$ cat src/rtl/cu_pkg.sv
package cu_pkg;
  typedef enum logic [1:0] {
    ST_IDLE  = 2'd0,
    ST_READ  = 2'd1,
    ST_WRITE = 2'd2
  } cu_state_e;

  localparam int unsigned NUM_RD = 2;
endpackage

$ cat src/rtl/cu_read_port.sv
module cu_read_port #(
  parameter int unsigned DW = 16
) (
  input  logic          clk,
  input  logic          rst_n,
  input  logic          start_i,
  input  logic          skip_i,
  input  logic [DW-1:0] subst_i,
  input  logic          go_i,
  input  logic [DW-1:0] src_i,
  output logic          rel_o,
  output logic [DW-1:0] opnd_o
);
  logic          rel_q, rel_d;
  logic [DW-1:0] opnd_q, opnd_d;
  logic          opnd_en;

  always_comb begin
    rel_d   = rel_q;
    opnd_d  = opnd_q;
    opnd_en = 1'b0;
    if (start_i) begin
      rel_d   = ~skip_i;
      opnd_d  = subst_i;
      opnd_en = 1'b1;
    end else if (rel_q && go_i) begin
      rel_d   = 1'b0;
      opnd_d  = src_i;
      opnd_en = 1'b1;
    end
  end

  always_ff @(posedge clk or negedge rst_n) begin
    if (!rst_n) begin
      rel_q  <= 1'b0;
      opnd_q <= '0;
    end else begin
      rel_q <= rel_d;
      if (opnd_en) opnd_q <= opnd_d;
    end
  end

  assign rel_o  = rel_q;
  assign opnd_o = opnd_q;

  AST_REL_RAISE: assert property (@(posedge clk) disable iff (!rst_n)
    start_i && !skip_i |=> rel_o);
  AST_REL_SKIP: assert property (@(posedge clk) disable iff (!rst_n)
    start_i && skip_i |=> !rel_o);
  AST_REL_HOLD: assert property (@(posedge clk) disable iff (!rst_n)
    rel_o && !go_i |=> rel_o);
  AST_REL_DROP: assert property (@(posedge clk) disable iff (!rst_n)
    rel_o && go_i |=> !rel_o && opnd_o == $past(src_i));
  AST_NO_RERISE: assert property (@(posedge clk) disable iff (!rst_n)
    !start_i && !rel_o |=> !rel_o);
endmodule

$ cat src/rtl/cu_alu.sv
module cu_alu #(
  parameter int unsigned DW  = 16,
  parameter int unsigned OPW = 4,
  parameter logic [OPW-1:0] ADD_OP = 1
) (
  input  logic [OPW-1:0] op_i,
  input  logic           inv_a_i,
  input  logic [DW-1:0]  a_i,
  input  logic [DW-1:0]  b_i,
  output logic [DW-1:0]  res_o
);
  logic [DW-1:0] a_eff;

  always_comb begin
    a_eff = inv_a_i ? ~a_i : a_i;
    if (op_i == ADD_OP) res_o = a_eff + b_i;
    else                res_o = a_i - b_i;
  end
endmodule

$ cat src/rtl/cu_unit.sv
module cu_unit #(
  parameter int unsigned DW  = 16,
  parameter int unsigned OPW = 4,
  parameter logic [OPW-1:0] ADD_OP = 1
) (
  input  logic           clk,
  input  logic           rst_n,
  input  logic           issue_i,
  input  logic [OPW-1:0] op_i,
  input  logic           inv_a_i,
  input  logic           zero_a_i,
  input  logic           imm_ok_i,
  input  logic [DW-1:0]  imm_i,
  input  logic [1:0]     rd_mask_i,
  input  logic [DW-1:0]  src_a_i,
  input  logic [DW-1:0]  src_b_i,
  output logic [1:0]     rd_rel_o,
  input  logic [1:0]     rd_go_i,
  output logic           wr_rel_o,
  input  logic           wr_go_i,
  output logic [DW-1:0]  data_o,
  output logic           busy_o
);
  import cu_pkg::*;

  localparam int unsigned NP = NUM_RD;

  logic [1:0] rst_sync_q;
  logic       rst_int_n;

  always_ff @(posedge clk or negedge rst_n) begin
    if (!rst_n) rst_sync_q <= 2'b00;
    else        rst_sync_q <= {rst_sync_q[0], 1'b1};
  end
  assign rst_int_n = rst_sync_q[1];

  cu_state_e      state_q, state_d;
  logic [OPW-1:0] op_q;
  logic           inv_q;
  logic [DW-1:0]  res_q;
  logic           start, res_en;
  logic [DW-1:0]  alu_res;

  logic [NP-1:0]  skip;
  logic [DW-1:0]  subst [NP];
  logic [DW-1:0]  srcs  [NP];
  logic [DW-1:0]  opnd  [NP];
  logic [NP-1:0]  rel;

  assign start = issue_i && (state_q == ST_IDLE);

  assign skip[0]  = zero_a_i | rd_mask_i[0];
  assign subst[0] = '0;
  assign srcs[0]  = src_a_i;
  assign skip[1]  = imm_ok_i | rd_mask_i[1];
  assign subst[1] = imm_ok_i ? imm_i : '0;
  assign srcs[1]  = src_b_i;

  for (genvar p = 0; p < NP; p++) begin : g_port
    cu_read_port #(.DW(DW)) u_port (
      .clk     (clk),
      .rst_n   (rst_int_n),
      .start_i (start),
      .skip_i  (skip[p]),
      .subst_i (subst[p]),
      .go_i    (rd_go_i[p]),
      .src_i   (srcs[p]),
      .rel_o   (rel[p]),
      .opnd_o  (opnd[p])
    );
  end

  cu_alu #(.DW(DW), .OPW(OPW), .ADD_OP(ADD_OP)) u_alu (
    .op_i    (op_q),
    .inv_a_i (inv_q),
    .a_i     (opnd[0]),
    .b_i     (opnd[1]),
    .res_o   (alu_res)
  );

  always_comb begin
    state_d = state_q;
    res_en  = 1'b0;
    unique case (state_q)
      ST_IDLE:  if (issue_i) state_d = ST_READ;
      ST_READ:  if (rel == '0) begin
                  state_d = ST_WRITE;
                  res_en  = 1'b1;
                end
      ST_WRITE: if (wr_go_i) state_d = ST_IDLE;
      default:  state_d = ST_IDLE;
    endcase
  end

  always_ff @(posedge clk or negedge rst_int_n) begin
    if (!rst_int_n) begin
      state_q <= ST_IDLE;
      op_q    <= '0;
      inv_q   <= 1'b0;
      res_q   <= '0;
    end else begin
      state_q <= state_d;
      if (start) begin
        op_q  <= op_i;
        inv_q <= inv_a_i;
      end
      if (res_en) res_q <= alu_res;
    end
  end

  assign busy_o   = (state_q != ST_IDLE);
  assign wr_rel_o = (state_q == ST_WRITE);
  assign rd_rel_o = rel;
  assign data_o   = res_q;

  AST_BUSY_AFTER_ISSUE: assert property (@(posedge clk) disable iff (!rst_int_n)
    issue_i && !busy_o |=> busy_o);
  AST_NO_SELF_BUSY: assert property (@(posedge clk) disable iff (!rst_int_n)
    !issue_i && !busy_o |=> !busy_o);
  AST_REL_ONLY_BUSY: assert property (@(posedge clk) disable iff (!rst_int_n)
    rd_rel_o != '0 |-> busy_o && !wr_rel_o);
  AST_WR_AFTER_READS: assert property (@(posedge clk) disable iff (!rst_int_n)
    $rose(wr_rel_o) |-> $past(rd_rel_o) == '0);
  AST_DATA_HOLD: assert property (@(posedge clk) disable iff (!rst_int_n)
    wr_rel_o && !wr_go_i |=> wr_rel_o && $stable(data_o));
  AST_WR_CLEAR: assert property (@(posedge clk) disable iff (!rst_int_n)
    wr_rel_o && wr_go_i |=> !wr_rel_o && !busy_o);
  AST_RESET_QUIET: assert property (@(posedge clk)
    !rst_int_n |-> !busy_o && !wr_rel_o && rd_rel_o == '0);
endmodule

$ cat config.mk
export PLATFORM = sky130hd
export DESIGN_NAME = cu_unit
export DESIGN_NICKNAME = d
export VERILOG_FILES = /design/src/rtl/cu_pkg.sv /design/src/rtl/cu_read_port.sv /design/src/rtl/cu_alu.sv /design/src/rtl/cu_unit.sv
export SDC_FILE = /design/constraint.sdc
export NUM_CORES = 1
export LEC_CHECK = 0
export BUFFER_PORTS_ARGS = -buffer_cell sky130_fd_sc_hd__clkbuf_2
export CAP_MARGIN = 20
export CORE_UTILIZATION = 36
export DETAILED_ROUTE_END_ITERATION = 16
export PLACE_DENSITY_LB_ADDON = 0.05
export SYNTH_ARGS = -nofsm -noshare
export SYNTH_HDL_FRONTEND = slang
export SYNTH_SLANG_ARGS = --single-unit
$ cat constraint.sdc
create_clock -name clk -period 3.97 [get_ports clk]
set_input_delay 0.794 -clock clk [delete_from_list [all_inputs] [get_ports clk]]
set_output_delay 0.794 -clock clk [all_outputs]
set_load 0.01 [all_outputs]
# ---- Yosys cells after proc, flatten, opt, wreduce, memory -nomap -nowiden
# Index checks and enable logic that the tools add are counted.
# W data, S select, Z words.
dict set report classes {
  n_reduce_logical 11
  eq_ne 6
  n_bitwise 5
  add_sub_neg 2
  muxes 21
}
# cell count
set op_table {}
lappend op_table {{$mux W16} 7}
lappend op_table {{$add A16 B16 Y16} 1}
lappend op_table {{$not A16 Y16} 1}
lappend op_table {{$sub A16 B16 Y16} 1}
lappend op_table {{$mux W1} 10}
lappend op_table {{$mux W2} 3}
lappend op_table {{$pmux W2 S3} 1}
lappend op_table {{$reduce_bool A2 Y1} 3}
lappend op_table {{$eq A4 B1 Y1 const B} 1}
lappend op_table {{$logic_not A2 Y1} 2}
lappend op_table {{$ne A2 B2 Y1 const B} 2}
lappend op_table {{$reduce_and A2 Y1} 2}
lappend op_table {{$logic_and A1 B1 Y1} 3}
lappend op_table {{$reduce_and A3 Y1} 1}
lappend op_table {{$eq A2 B1 Y1 const B} 1}
lappend op_table {{$eq A2 B2 Y1 const B} 1}
lappend op_table {{$ne A2 B1 Y1 const B} 1}
lappend op_table {{$not A1 Y1} 2}
lappend op_table {{$or A1 B1 Y1} 2}
dict set report totals {
  register_bits 59
  output_inout_bits 20
  wordCells 54
  in_bits 63
}

# ---- Depth between registers and ports, before layout
# Gate-level depths: netlist (run 1).
dict set report logic_depth {
  ltp_word 4
  depth_mapped 12
  mapped_depth_nobuf 10
}

# ---- By module
# From an unflattened synthesis (run 1), not the netlist that was laid out.
dict set report unflattened {
  cells_unflattened 508
  hier_area_um2 4789.6
}
# module cells_per_inst n_inst area_each_um2
set by_module_without_submodules {}
lappend by_module_without_submodules {cu_read_port 95 2 998.5}
lappend by_module_without_submodules {cu_alu 241 1 1716.6}
lappend by_module_without_submodules {cu_unit 77 1 1076.0}

# ---- Worst setup path after synthesis (run 1)
# OpenSTA, ideal clock, no wires.
dict set report synth_path {
  kind {reg2reg}
  startpoint {register inv_q}
  endpoint {register res_q[14] (netlist: data_o[14])}
  arrival_ns 3.111
  setup_ns 0.138
  required_time_ns 3.832
  slack_ns 0.721
  path_stages_with_launch 13
  cell_sequence {dfrtp_1 clkbuf_1 clkbuf_1 xor2_1 ha_1 fa_1 a211oi_1 o211ai_1 a41oi_1 o21ai_1 a21oi_1 xor2_1 o221ai_1}
}
dict set report synth_between {
  elab_chain_cells 3
}
# element line
set synth_rtl {}
lappend synth_rtl {{start, declared} cu_unit.sv:39} ;# logic inv_q;
lappend synth_rtl {{start signal, assigned} cu_unit.sv:105} ;# inv_q <= inv_a_i;
lappend synth_rtl {{$mux W16} cu_alu.sv:15} ;# a_eff = inv_a_i ? ~a_i : a_i;
lappend synth_rtl {{$add A16 B16 Y16} cu_alu.sv:16} ;# if (op_i == ADD_OP) res_o = a_eff + b_i;
lappend synth_rtl {{$mux W16} cu_alu.sv:16}
lappend synth_rtl {{end signal, assigned} cu_unit.sv:107} ;# if (res_en) res_q <= alu_res;
lappend synth_rtl {{end, declared} cu_unit.sv:40} ;# logic [DW-1:0] res_q;
# Every way passes these cells.
# A chain may end at the register's enable or synchronous reset.

# ---- Worst setup path in the final report (run 1)
# Ends and elaborated chain as after synthesis.

==> results of run 1 <==
-- power by group through the flow --
stage | clock network [mW] | registers, mW | logic [mW]
after floorplan | 0 | 1.05 | 2.11
after global routing | 0.889 | 1.12 | 3.15
final | 0.835 | 1.08 | 2.79
after CTS | 0.860 | 1.08 | 2.80
after global placement | 0 | 1.08 | 2.80
after detailed placement | 0 | 1.09 | 2.78
-- area by class of cell --
cell class,count,area share
Clock buffer,12,0.04967
Sequential cell,59,0.2978
Timing Repair Buffer,88,0.09178
Tap cell,140,0.03530
Inverter,19,0.01437
Clock inverter,4,0.01488
Multi-Input combinational cell,399,0.4962
-- worst max path at each step --
| stage | from | to | slack, ns | cells past startpoint |
|---|---|---|---|---|
| 6_report | inv_q$_DFFE_PN0P_ | data_o[14]$_DFFE_PN0P_ | 1.03 | 10 |
| 3_5_place_dp | inv_q$_DFFE_PN0P_ | data_o[14]$_DFFE_PN0P_ | 1.02 | 10 |
| 4_1_cts | inv_q$_DFFE_PN0P_ | data_o[14]$_DFFE_PN0P_ | 1.0 | 10 |
| 3_3_place_gp | inv_q$_DFFE_PN0P_ | data_o[14]$_DFFE_PN0P_ | 0.99 | 10 |
| 2_1_floorplan | inv_q$_DFFE_PN0P_ | data_o[14]$_DFFE_PN0P_ | 0.72 | 12 |
| 5_1_grt | inv_q$_DFFE_PN0P_ | data_o[14]$_DFFE_PN0P_ | 0.85 | 10 |
-- layout by cell type, fill, tap and decap left out, types with 2 or more instances in the layout --
cell       synthesis  final
a21oi_1           38     38
o21ai_1           17     17
buf_4              2      6
a211oi_1           9      9
inv_1             19     19
o21a_1             3      3
nor4b_2            1      2
clkbuf_16          0      9
xnor2_1           11     11
nor3_1             4      4
clkbuf_2           0     82
ha_1              32     32
xor2_1            25     25
nand3_1           19     19
o211ai_1           2      2
nand3b_1           5      5
and3_1             3      3
dfrtp_1           59     58
nor2_1            47     47
fa_1               2      2
a31oi_1           23     23
nand2b_1           6      6
a21o_1            10     10
nor2b_1            5      5
nand2_1           94     94
bufinv_16          0      2
o221ai_1           2      2
o31ai_1            4      4
clkbuf_1          16      2
a311oi_1           2      2
and2_1             3      3
o21ai_0           12     12
-- registers in the layout (all words and copies together) (netlist names) --
name                  cells
state_q                   2
data_o                   16
op_q                      4
g_port.u_port.rel_o       2
g_port.u_port.opnd_o     32
rst_sync_q                2
inv_q                     1
-- Yosys cell counts, drive strengths merged, types with 4 or more instances --
master / number
inv: 19
a31oi: 23
nor3: 4
o31ai: 4
nor2b: 5
ha: 32
xor2: 25
a211oi: 9
nand2: 94
buf: 7
xnor2: 11
nor2: 47
a21oi: 38
o21ai: 29
a21o: 10
dfrtp: 59
nand3b: 5
nand2b: 6
clkbuf: 16
nand3: 19
-- logic make-up after synthesis --
kind of cell	after synthesis	share of synthesized area
simple gates	193	0.2073
compound gates	135	0.2067
flops	59	0.3603
buf+inv	42	0.04031
xor+xnor	36	0.07695
fa+ha+maj	34	0.1075
other cells	1	0.0009152
-- per-layer routing --
| layer | GRT usage | wire length [um] |
|---|---|---|
| met1 | 0.2941 | 5882 |
| met2 | 0.2731 | 4112 |
| met3 | 0.03467 | 414 |
| met4 | 0.08687 | 164 |
| met5 | 0 | 0 |
-- critical path, cell delays in order, from the launching register on --
cell      delay [ns]
dfrtp_1         0.48
xor2_1          0.20
ha_1            0.23
fa_1            0.43
a211oi_1        0.29
o211ai_1        0.19
a41oi_1         0.39
o21ai_1         0.13
a21oi_1         0.19
xor2_1          0.16
o221ai_1        0.11
==> flow_summary.toml, run 1 <==
[outcome]
status = "finished clean"

[power]
swShare = 0.4510
p_int_mw = 2.581
power_mw = 4.701
p_comb_frac = 0.593
switching_power_mw = 2.120
power_density_nw_per_um2 = 947.4
p_seq_frac = 0.229
p_clk_frac = 0.178
vdd_ir_drop_max_v = 0.0002789
p_leak_nw = 2.451

[floorplan]
io_pins = 83
initial_utilization = 0.3731
dieHeight_um = 108.7
std_cell_rows = 38
die_w_um = 108.7
die_area_um2 = 11810
coreArea_um2 = 10980

[cts]
clock-sinks = 59
holdBufCountCts = 0
clk_pin_slew_ns = 0.05
clkLatencyLatePin_ns = 0.33
h-tree-depth = 3
cts_made_buffers = 9
cts_tree = "done"
postCtsSetupRepairBufs = 0
cts_resized = 0
max-clock-path-buffers = 2
cts-root-buf = "clkbuf_16"

[sta]
fin_skew_ns = 0.006722
fin_crit_sh = 0.7407
period_minus_slack_ns = 2.941
setup_violations = 0
holdWs_ns = 0.2357
worst_slack_ns = 1.029
worst_pin_slew_ns = 0.9364
setup-tns-final_ns = 0
relSlewSlack = 0.3742
report.final.slew_viol_count = 0
finalHoldViolCount = 0
fmax_ghz = 0.3401
rsz0062_at_grt = "false"

[layout]
utilization = 0.4518
finalNonFillerCells = 721
final_nets = 673
seq_area_um2 = 1478
multi_input_area_um2 = 2462
final_area_um2 = 4962
fillers = 1112
layout-drive-gt1-share = 0.1842
diodes = 0
areaGrowthSynthToFinish_pct = 21.10

[route]
drtIter0Drc = 162
postRouteAntennaNets = 0
drc = 0
vias_per_cell = 4.969
wl_per_cell_um = 14.67
drt-total-wl_um = 10570
first_pass_iters = 5
vias = 3583

[worst_setup_path]
reg2reg_slack_ns = 1.03
end_kind = "register"
cp.arrival_ns = 3.14
r2r_start = "inv_q$_DFFE_PN0P_"
critPathKind = "reg -> reg"
path_max_fanout = 7
r2r_cells = 10
cp-start-kind = "register"
worstPathRequired_ns = 4.16
r2r_end = "data_o[14]$_DFFE_PN0P_"

[placement]
dpl.hpwl_um = 8514
dp_slack_ns = 1.019
place_congestion = 0.8886
dpl_cell_area_um2 = 4642
dp.cells = 705
io_buffers = 82

[run]
max_cap_violations = 0

[grt]
grt_pass1_wl_um = 17390
grt_pass1_vias = 3439
grt_max_degree = 33
track_usage = 0.1967
antenna_found_initial = 0
overflow = 0

[min_path]
hp-class = "in -> async"

[yosys]
synthDistinctLibCells = 49
synth_top_area_cell = "dfrtp_1"
yosys_warnings = 0
synthCells = 500
yosysSeqAreaShare = 0.3603
synth_top_area_frac = 0.3603
synth_area_um2 = 4098
synth_area_leaders = "dfrtp_1, ha_1, nand2_1"
avgSynthCellArea_um2 = 8.195
async_reset_ff_frac = 1.000
synth_edf_count = 0
ys_seq_elements = 59
synthFlopType = "dfrtp_1"
synth_fp_nets = 597
(Power assumes the default switching activity.)
==> inputs of run 2 (changes only) <==
- clock period: 3.97 -> 2.8 ns (I/O delays scaled with it)
==> run 2 against run 1 <==
Against the previous run: clock power up 45%; largest cell class unchanged; first-iteration DRC count up 40%; total power rose by 46%; worst hold slack gained 0.075 ns; wire length rose by 0.86%; critical path type unchanged; maximum frequency up 10%.
==> flow_summary.toml, run 2 (synthesis gave the netlist of run 1 again) <==
[outcome]
status = "finished clean"

[power]
vdd_ir_drop_max_v = 0.0004006
power_mw = 6.856
p_leak_nw = 2.491
power_density_nw_per_um2 = 1355

[cts]
cts-root-buf = "clkbuf_16"
h-tree-depth = 3
cts_tree = "done"
postCtsSetupRepairBufs = 0
clock-sinks = 59
clkLatencyLatePin_ns = 0.33
cts_made_buffers = 9
max-clock-path-buffers = 2
clk_pin_slew_ns = 0.05

[route]
drtIter0Drc = 227
first_pass_iters = 4
drc = 0
vias_per_cell = 4.970
vias = 3613
wl_per_cell_um = 14.67
drt-total-wl_um = 10670
postRouteAntennaNets = 0

[floorplan]
die_w_um = 108.7
io_pins = 83
initial_utilization = 0.3731
die_area_um2 = 11810
dieHeight_um = 108.7
coreArea_um2 = 10980
std_cell_rows = 38

[layout]
areaGrowthSynthToFinish_pct = 23.51
largest_register_ffs = 32
layout_common_cells = "nand2_1, clkbuf_2, dfrtp_1"
final_area_um2 = 5061
final_common_cell = "nand2_1"
final_nets = 679
fillers = 1084
diodes = 0
layout-drive-gt1-share = 0.2027

[run]
max_cap_violations = 0

[grt]
grt_pass1_wl_um = 17400
track_usage = 0.1969
antenna_found_initial = 0
grt_pass1_vias = 3414
grt_max_degree = 33
overflow = 0

[worst_setup_path]
end_kind = "register"
path_max_fanout = 4
cp-start-kind = "register"
critPathKind = "reg -> reg"
worstPathRequired_ns = 3.05
cp.arrival_ns = 2.92

[sta]
setup-tns-final_ns = 0
setup_violations = 0
worst_pin_slew_ns = 0.7257
fin_skew_ns = 0.006719
fin_crit_sh = 0.9541
rsz0062_at_grt = "false"
period_minus_slack_ns = 2.671
finalHoldViolCount = 0
holdWs_ns = 0.3103
fmax_ghz = 0.3743
relSlewSlack = 0.5150
report.final.slew_viol_count = 0

[placement]
io_buffers = 82
place_congestion = 0.8318
dpl_cell_area_um2 = 4705
dpl.hpwl_um = 8621

[min_path]
hp-class = "reg -> async"
-- run 2: critical path, stage by stage (launching register included) --
cell       delay [ns]
dfrtp_1          0.43
ha_1             0.31
nor2b_1          0.13
o21a_1           0.20
a311o_1          0.39
a2111o_1         0.46
a2111oi_2        0.38
o31ai_1          0.12
a31oi_1          0.19
-- run 2: per-layer routing --
metal | global-route usage | wire length (um)
met1 | 0.2898 | 5666
met4 | 0.04633 | 102
met3 | 0.04005 | 388
met5 | 0 | 0
met2 | 0.2939 | 4507
-- run 2: worst paths after layout --
path | slack (ns) | depth (start not counted) | from | to
worst max-delay path | 0.13 | 8 | g_port[0].u_port.opnd_o[1]$_DFFE_PN0P_ | data_o[13]$_DFFE_PN0P_
worst min-delay path | 0.31 | 0 | rst_sync_q[1]$_DFF_PN0_ | op_q[3]$_DFFE_PN0P_
worst max register to register | 0.13 | 8 | g_port[0].u_port.opnd_o[1]$_DFFE_PN0P_ | data_o[13]$_DFFE_PN0P_
worst min register to register | 0.31 | 0 | rst_sync_q[1]$_DFF_PN0_ | op_q[3]$_DFFE_PN0P_
max in group asynchronous | 1.88 | 1 | rst_sync_q[1]$_DFF_PN0_ | g_port[0].u_port.opnd_o[15]$_DFFE_PN0P_
min in group clk | 0.35 | 0 | rst_sync_q[0]$_DFF_PN0_ | rst_sync_q[1]$_DFF_PN0_
-- run 2: final cells by class --
type	instances	area, um2	share of cell area
Clock inverter	4	73.82	0.01459
Inverter	19	71.32	0.01409
Clock buffer	12	256.5	0.05068
Tap cell	140	175.2	0.03461
Multi-Input combinational cell	399	2491	0.4922
Timing Repair Buffer	94	515.5	0.1019
Sequential cell	59	1478	0.2920
-- run 2: timing repair --
action                                 CTS  global route
endpoints found under the hold margin    2             0
hold buffers                             1             0
setup endpoints to repair                0             3
resized for setup                        0             5
-- run 2: metrics by stage --
| stage | utilization | worst slack, ns | cells |
|---|---|---|---|
| 2_1_floorplan | - | 0.01018 | 500 |
| 3_3_place_gp | 0.4283 | 0.1322 | 710 |
| 3_5_place_dp | 0.4283 | 0.1035 | 710 |
| 4_1_cts | 0.4593 | 0.07878 | 727 |
| 5_1_grt | 0.4608 | 0.008175 | 727 |
| 6_report | 0.4608 | 0.1285 | 727 |
-- run 2: report_power, final --
part	switching [mW]	internal [mW]
logic	2.39	1.74
clock network	0.379	0.827
registers	0.327	1.20
total	3.09	3.76
==> inputs of run 3 (changes only) <==
- CAP_MARGIN: 20 -> not set
- SYNTH_HIERARCHICAL: not set -> 1
==> run 3 against run 2 <==
Against the previous run: first-iteration DRC count down 17%; worst hold slack better by 0.043 ns; critical path depth up 2; sequential power up 7%; global-route usage about the same; worst setup slack worse by 0.052 ns; die area up 17%; clock skew about the same; maximum frequency down 1.9%; critical endpoint is now data_o[15]$_DFFE_PN0P_; critical path type unchanged.
==> flow_summary.toml, run 3 <==
[worst_setup_path]
critPathSlowestCell = "dfrtp_2"
path_max_fanout = 13
critical_path.max_stage_delay_ns = 0.47
cpMostUsedCell = "or3_1"
end_kind = "register"
cp.arrival_ns = 2.95
worstPathRequired_ns = 3.02
critPathKind = "reg -> reg"
path_buf_inv = 1
cp-start-kind = "register"
path_delay_family = "simple AND/OR/NAND/NOR gates"
cp_cell_sequence = "buf_8 > xor2_1 > ha_1 > or3_1 > o21ai_2 > a21oi_1 > or3_1 > a32oi_2 > xnor2_1 > mux2_2"
reg2reg_slack_ns = 0.08

[layout]
final_area_um2 = 6106
utilization = 0.4780
areaGrowthSynthToFinish_pct = 27.48
final_nets = 732
diodes = 0
layout-drive-gt1-share = 0.3391
largest_register_ffs = 32
layout_common_cells = "clkbuf_2, dfrtp_1, nand2_1"
finalNonFillerCells = 812
final_common_cell = "clkbuf_2"

[cts]
cts-root-buf = "clkbuf_16"
cts_tree = "done"
postCtsSetupRepairBufs = 0
clk_pin_slew_ns = 0.06
cts_made_buffers = 9
h-tree-depth = 3
clkLatencyLatePin_ns = 0.34
max-clock-path-buffers = 2
clock-sinks = 59

[yosys]
synthSimpleGateAreaFrac = 0.1876
synth_top_area_cell = "dfrtp_1"
netlist_top_cells_count = "dfrtp_1, nand2_1, inv_1"
async_reset_ff_frac = 1.000
synth.mux.area_fraction = 0.05172
avgSynthCellArea_um2 = 9.428
synth_compound_area_frac = 0.2181
synth_edf_count = 0
yosysSeqAreaShare = 0.3083
synth-adder-area-share = 0.09195
synthCells = 508
yosys_warnings = 6
ys_seq_elements = 59
synthFlopType = "dfrtp_1"
synth_top_family_by_area = "compound AO/OA/AOI/OAI gates"
synth_top_area_frac = 0.3083
synth_area_um2 = 4790
synth_area_leaders = "dfrtp_1, ha_1, o311ai_2"
yosysMostFrequentCell = "dfrtp_1"
synthDistinctLibCells = 60
synthXorXnorAreaFrac = 0.06583

[sta]
period_minus_slack_ns = 2.724
fin_skew_ns = 0.007070
relSlewSlack = 0.5028
rsz0062_at_grt = "true"
fin_crit_sh = 0.9728
worst_pin_slew_ns = 0.7457
report.final.slew_viol_count = 0
setup_violations = 0
fmax_ghz = 0.3671
holdWs_ns = 0.3530
setup-tns-final_ns = 0
finalHoldViolCount = 0
worst_slack_ns = 0.07610

[placement]
dp_slack_ns = -0.03962
io_buffers = 82
dpl_cell_area_um2 = 5699
place_congestion = 0.8024
dp.cells = 795
dpl.hpwl_um = 9968

[power]
p_leak_nw = 2.783
vdd_ir_drop_max_v = 0.0004375
power_mw = 8.713
power_density_nw_per_um2 = 1427

[floorplan]
die_area_um2 = 13770
die_w_um = 117.3
coreArea_um2 = 12770
dieHeight_um = 117.3
io_pins = 83
initial_utilization = 0.3750
std_cell_rows = 41

[grt]
antenna_found_initial = 0
grt_pass1_vias = 4115
overflow = 0
track_usage = 0.1965
grt_pass1_wl_um = 21100
grt_max_degree = 58

[run]
max_cap_violations = 0

[route]
postRouteAntennaNets = 0
drc = 0
first_pass_iters = 4
vias = 4110
drt-total-wl_um = 12680
drtIter0Drc = 189
vias_per_cell = 5.062
wl_per_cell_um = 15.61

[outcome]
status = "finished clean"

[min_path]
hp-class = "reg -> reg"
run 3: worst reg2reg max path, delay by kind of cell, from the launching register on:
family | cells | cell delay, ns
multiplexers | 1 | 0.27
AO/OA/AOI/OAI | 3 | 0.46
XOR/XNOR | 2 | 0.26
adder cells (fa/ha/maj) | 1 | 0.23
buffers and inverters | 1 | 0.18
flip-flops | 1 | 0.47
AND/OR/NAND/NOR | 2 | 0.73
run 3: power breakdown:
group / internal (mW) / switching (mW)
combinational: 2.86 / 3.00
clock: 0.802 / 0.418
sequential: 1.25 / 0.382
run 3: routing by layer:
layer  share of wire  routed length [um]  global-route usage
met1            0.49                6213              0.2632
met2            0.46                5828              0.3081
met3           0.034                 425             0.05058
met4           0.016                 208             0.06088
met5               0                   0                   0
run 3: cells by family after synthesis:
logic type	after synthesis
buffers and inverters	80
flip-flops	59
AND/OR/NAND/NOR	154
multiplexers	22
other	2
AO/OA/AOI/OAI	121
XOR/XNOR	36
adder cells (fa/ha/maj)	34
run 3: cell type report:
cell class              instances  area, um2
inverters                      52      195.2
flip-flops and latches         59       1480
repair buffers                129      798.3
clock inverters                 6      88.84
fillers                      1255       6668
clock buffers                  10      239.0
multi-input cells             384       3089
well taps                     172      215.2
run 3: final timing paths:
check / start / to / depth (start not counted)
max in group asynchronous: rst_sync_q[1]$_DFF_PN0_ / inv_q$_DFFE_PN0P_ / 1
min reg2reg: rst_sync_q[0]$_DFF_PN0_ / rst_sync_q[1]$_DFF_PN0_ / 0
max reg2reg: inv_q$_DFFE_PN0P_ / data_o[15]$_DFFE_PN0P_ / 10
max: inv_q$_DFFE_PN0P_ / data_o[15]$_DFFE_PN0P_ / 10
min: rst_sync_q[0]$_DFF_PN0_ / rst_sync_q[1]$_DFF_PN0_ / 0
min in group asynchronous: rst_sync_q[1]$_DFF_PN0_ / op_q[2]$_DFFE_PN0P_ / 1
run 3: repair_timing:
action	in CTS	in global routing
endpoints found under the setup margin	1	7
hold buffers	1	0
gates resized for setup	2	17
pin swaps	0	4
hold endpoints to repair	2	0
